==> src/rtl/eeprom_page_programmer.sv <==
module eeprom_page_programmer #(
  parameter int ADDR_W     = 16,
  parameter int PAGE_BYTES = 128,
  parameter int WE_CYCLES  = 2,
  parameter int RD_CYCLES  = 2,
  parameter int LOAD_GAP   = 8,
  parameter int POLL_MAX   = 1000000,
  parameter logic [ADDR_W-1:0] UNLOCK_A = 'h5555,
  parameter logic [ADDR_W-1:0] UNLOCK_B = 'h2AAA,
  localparam int COL_W  = $clog2(PAGE_BYTES),
  localparam int PAGE_W = ADDR_W - COL_W
) (
  input  logic              clk,
  input  logic              rst_n,
  input  logic              start,
  input  logic [PAGE_W-1:0] page,
  input  logic              poll_mode,
  input  logic              s_valid,
  input  logic [7:0]        s_data,
  input  logic              s_last,
  output logic              s_ready,
  output logic [ADDR_W-1:0] mem_addr,
  output logic [7:0]        mem_wdata,
  input  logic [7:0]        mem_rdata,
  output logic              mem_ce_n,
  output logic              mem_oe_n,
  output logic              mem_we_n,
  output logic              busy,
  output logic              done,
  output logic              error
);
  localparam int CNT_MAX = ((WE_CYCLES > RD_CYCLES) ? WE_CYCLES : RD_CYCLES) > LOAD_GAP ?
                           ((WE_CYCLES > RD_CYCLES) ? WE_CYCLES : RD_CYCLES) : LOAD_GAP;
  localparam int CNT_W = $clog2(CNT_MAX + 1);
  localparam int WD_W  = $clog2(POLL_MAX + RD_CYCLES + 2);
  localparam logic [CNT_W-1:0] WE_END  = CNT_W'(WE_CYCLES);
  localparam logic [CNT_W-1:0] RD_END  = CNT_W'(RD_CYCLES);
  localparam logic [CNT_W-1:0] RD_LAST = CNT_W'(RD_CYCLES - 1);
  localparam logic [CNT_W-1:0] GAP_END = CNT_W'(LOAD_GAP - 1);
  localparam logic [COL_W-1:0] COL_END = COL_W'(PAGE_BYTES - 1);
  localparam logic [WD_W-1:0]  WD_LIM  = WD_W'(POLL_MAX);

  typedef enum logic [2:0] {S_IDLE, S_LOAD, S_WR, S_GAP, S_RD} state_t;

  state_t             st;
  logic [CNT_W-1:0]   cnt;
  logic [1:0]         step;
  logic [COL_W-1:0]   col;
  logic [PAGE_W-1:0]  page_q;
  logic [ADDR_W-1:0]  addr_q;
  logic [7:0]         data_q;
  logic               last_q, mode_q, prev6, seen, hit_q;
  logic [WD_W-1:0]    wd;
  logic               hit, unused_rd;

  assign unused_rd = ^mem_rdata[5:0];
  assign hit = mode_q ? (mem_rdata[7] == data_q[7]) : (seen && mem_rdata[6] == prev6);

  assign mem_we_n  = !(st == S_WR && cnt < WE_END);
  assign mem_oe_n  = !(st == S_RD && cnt < RD_END);
  assign mem_ce_n  = mem_we_n & mem_oe_n;
  assign mem_addr  = addr_q;
  assign mem_wdata = data_q;
  assign s_ready   = (st == S_LOAD);
  assign busy      = (st != S_IDLE);

  always_ff @(posedge clk or negedge rst_n) begin
    if (!rst_n) begin
      st <= S_IDLE; cnt <= '0; step <= '0; col <= '0; page_q <= '0;
      addr_q <= '0; data_q <= '0; last_q <= 1'b0; mode_q <= 1'b0;
      prev6 <= 1'b0; seen <= 1'b0; hit_q <= 1'b0; wd <= '0;
      done <= 1'b0; error <= 1'b0;
    end else begin
      done <= 1'b0;
      case (st)
        S_IDLE: if (start) begin
          page_q <= page; mode_q <= poll_mode; error <= 1'b0;
          step <= 2'd1; addr_q <= UNLOCK_A; data_q <= 8'hAA;
          col <= '0; cnt <= '0; st <= S_WR;
        end
        S_WR: begin
          cnt <= cnt + 1'b1;
          if (cnt == WE_END) begin
            cnt <= '0;
            case (step)
              2'd1: begin step <= 2'd2; addr_q <= UNLOCK_B; data_q <= 8'h55; end
              2'd2: begin step <= 2'd3; addr_q <= UNLOCK_A; data_q <= 8'hA0; end
              2'd3: begin step <= 2'd0; st <= S_LOAD; end
              default: if (last_q) st <= S_GAP;
                       else begin col <= col + 1'b1; st <= S_LOAD; end
            endcase
          end
        end
        S_LOAD: if (s_valid) begin
          addr_q <= {page_q, col}; data_q <= s_data;
          last_q <= s_last || (col == COL_END);
          cnt <= '0; st <= S_WR;
        end
        S_GAP: begin
          cnt <= cnt + 1'b1;
          if (cnt == GAP_END) begin
            cnt <= '0; wd <= '0; seen <= 1'b0; st <= S_RD;
          end
        end
        S_RD: begin
          cnt <= cnt + 1'b1;
          wd  <= wd + 1'b1;
          if (cnt == RD_LAST) begin
            hit_q <= hit; prev6 <= mem_rdata[6]; seen <= 1'b1;
          end
          if (cnt == RD_END) begin
            cnt <= '0;
            if (hit_q) begin
              st <= S_IDLE; done <= 1'b1;
            end else if (wd >= WD_LIM) begin
              st <= S_IDLE; done <= 1'b1; error <= 1'b1;
            end
          end
        end
        default: st <= S_IDLE;
      endcase
    end
  end
endmodule

==> config.mk <==
export PLATFORM = sky130hd
export DESIGN_NAME = eeprom_page_programmer
export DESIGN_NICKNAME = d
export VERILOG_FILES = /design/src/rtl/eeprom_page_programmer.sv
export SDC_FILE = /design/constraint.sdc
export NUM_CORES = 1
export LEC_CHECK = 0
export ABC_CLOCK_PERIOD_IN_PS = 2900
export BUFFER_PORTS_ARGS = -buffer_cell sky130_fd_sc_hd__buf_2
export CAP_MARGIN = 30
export CELL_PAD_IN_SITES_DETAIL_PLACEMENT = 1
export CELL_PAD_IN_SITES_GLOBAL_PLACEMENT = 1
export CORE_MARGIN = 3
export CORE_UTILIZATION = 44
export DETAILED_ROUTE_END_ITERATION = 12
export PLACE_DENSITY = 0.86
export SLEW_MARGIN = 30
export SYNTH_ARGS = -nofsm -noshare
export SYNTH_HDL_FRONTEND = slang
export SYNTH_SLANG_ARGS = --single-unit
==> constraint.sdc <==
create_clock -name clk -period 2.9 [get_ports clk]
set_input_delay 0.87 -clock clk [delete_from_list [all_inputs] [get_ports clk]]
set_output_delay 0.87 -clock clk [all_outputs]
set_load 0.05 [all_outputs]
==> results.ini <==
[yosys]
ys_types=51
yosys_warnings=0
syn_area_um2=3995
synth_flop_cell=dfrtp_1
yosysTopAreaCellShare=0.4760
synth_nets=440
async_reset_ff_frac=1.000
syn_area_per_cell_um2=10.04
yosys.area.top_type=dfrtp_1
synth_seq_cells=76
synthTopCellsByArea=dfrtp_1, mux2i_1, mux2_2
ys_seq_area_frac=0.4760
synth_cells=398
synth-edff-count=0

[sta]
rsz0062_at_grt=no
max_freq_mhz=375.0
min_period_ps=2667
timing.hold.ws_ps=511.9
period_share=0.9195
worst_pin_slew_ps=599.5
finalClockSkew_ps=11.84
fin_ws_ps=233.4
slew_headroom=0.5991
finalSetupViolations=0
slew_violations=0
hold_viol=0
tns_ps=0

[floorplan]
die_y_um=101.3
die_area_um2=10260
dieWidth_um=101.3
row_count=34
core_um2=8763
io-pin-count=62
start_util=0.4559

[cts]
htree_num_levels=3
tritoncts=done
cts_root_buf=clkbuf_8
cts_sinks=76
cts_made_buffers=9
cts.clk_slew.worst_paths_ps=90
clkLatencyLatePin_ps=360
cts_buffer_depth=2

[setup_path]
cp_max_fo=11
critPathKind=reg -> out
reg2reg_depth=6
worst_setup_path_start_kind=register
startpoint=st[1]$_DFFE_PN0P_
r2r_slack_ps=510
timing.rr.start=st[1]$_DFFE_PN0P_
reg2reg_to=col[5]$_DFFE_PN0P_
arrival_ps=1800
critPathCapture=mem_ce_n
critPathCaptureType=primary output
cp.required_ps=2030

[global_routing]
grt_pass1_wl_um=17460
grt_util_all_layers=0.2162
grt_max_degree=77
overflow=0
grt_pass1_vias=3469
grt_antenna_before_repair=0

[finish]
syn2layout_area_growth_pct=15.41
fill_cells=1028
post-route-util=0.5261
fin_nets=499
antenna_cells=0
final_cell_count_no_fill=570
layout-drive-gt1-share=0.2468

[placement]
dp.final_hpwl_um=7260
place_congestion=0.8200
portBuffers=55
place_inst=554
pre_cts_slack_ps=572.6

[route]
remaining_drc_errors=0
drtAntennaViolNets=0
drtIter0Drc=119
vias_per_cell=5.795
wl_per_cell_um=18.60
drtPass1Iterations=4
routed_wl_um=10600
vias=3303

[power_and_ir_drop]
peakVddDrop_uv=399.0
p_leak_nw=2.254
p_per_area_nw_per_um2=1146

[run]
maxCapViolCount=0

[status]
status=finished clean

[hold_path]
hold_class=reg -> reg

==> what timing repair did <==
item                                    CTS  global route
gates resized for setup                   0             1
endpoints found under the setup margin    0             1
setup buffers                             0             0
hold buffers                              0             0
==> per-layer routing <==
metal / up-vias / global-route usage / routed length, µm
met5: - / 0 / 0
met4: 0 / 0.08896 / 320
met3: 31 / 0.05372 / 536
met2: 91 / 0.3687 / 5264
met1: 1667 / 0.2611 / 4482
li1: 1514 / - / -
==> synth_stat cells (all sizes together) (9+ instances only) <==
library cell	count
dfrtp	76
nand2	38
nor2	37
a21oi	28
mux2i	26
inv	24
mux2	24
o21ai	20
nand3	15
buf	11
ha	11
clkbuf	9
==> power breakdown <==
group / internal [mW] / switching (mW)
logic: 0.983 / 1.77
registers: 1.41 / 0.304
clock network: 0.398 / 0.416
total: 2.79 / 2.49
==> kinds of logic (layout without fill, tap and decap cells) <==
| group | count (synthesis) | in the layout | synth area share |
|---|---|---|---|
| xor+xnor | 3 | 3 | 0.006578 |
| buf+inv | 44 | 108 | 0.05105 |
| fa+ha+maj | 11 | 11 | 0.03445 |
| mux | 50 | 50 | 0.1384 |
| simple gates | 137 | 137 | 0.1779 |
| compound gates | 77 | 77 | 0.1156 |
| flops | 76 | 76 | 0.4760 |
==> flip-flops by register name, summed over array words and instances, names as in the netlist, 2 cells and up <==
| register | cells |
|---|---|
| mem_addr | 16 |
| cnt | 4 |
| st | 3 |
| page_q | 9 |
| mem_wdata | 8 |
| col | 7 |
| step | 2 |
| wd | 20 |
==> cells in the final DEF (no fill, tap or decap), types with 3 or more instances in the layout <==
cell and n:
buf_2 54, a21oi_1 28, dfrtp_1 76, inv_1 24, nand4_1 8, o21ai_0 19
buf_4 13, nand2_1 38, o31ai_1 6, clkbuf_8 9, nand3_1 15, nor3_1 3
nor2_1 37, nor2b_1 3, and3_1 7, ha_1 11, mux2i_1 26, mux2_2 18
or3_1 4, nand2b_1 6, a31oi_1 8, mux2_4 6
==> how the worst min path moves through the flow <==
stage / start / endpoint / slack (ps) / depth (start not counted)
finish: wd[11]$_DFFE_PN0P_ / wd[11]$_DFFE_PN0P_ / 510 / 1
global route: rst_n / wd[12]$_DFFE_PN0P_ / 530 / 2
CTS: wd[11]$_DFFE_PN0P_ / wd[11]$_DFFE_PN0P_ / 510 / 1
detailed placement: wd[11]$_DFFE_PN0P_ / wd[11]$_DFFE_PN0P_ / 500 / 1
global placement: wd[15]$_DFFE_PN0P_ / wd[15]$_DFFE_PN0P_ / 470 / 1
floorplan: wd[15]$_DFFE_PN0P_ / wd[15]$_DFFE_PN0P_ / 450 / 1
==> metrics by stage <==
stage,total power [mW],area (µm²)
6_report,5.283,4611
5_1_grt,5.632,4611
4_1_cts,5.320,4606
3_5_place_dp,4.472,4413
3_3_place_gp,4.283,4413
2_1_floorplan,3.765,3995
==> critical path: stages, from the launching register on <==
cell and delay [ps]:
dfrtp_1 570, buf_4 260, nor3b_2 300, o21ai_1 90, buf_2 220
==> cell type report <==
type,instances,area [µm²],share of cell area
Multi-Input combinational cell,278,1903,0.4128
Timing Repair Buffer,68,387.9,0.08412
Clock buffer,10,127.6,0.02768
Clock inverter,6,65.06,0.01411
Inverter,24,90.09,0.01954
Tap cell,108,135.1,0.02931
Sequential cell,76,1902,0.4125
Note: power is estimated with default switching activity, not from simulation.
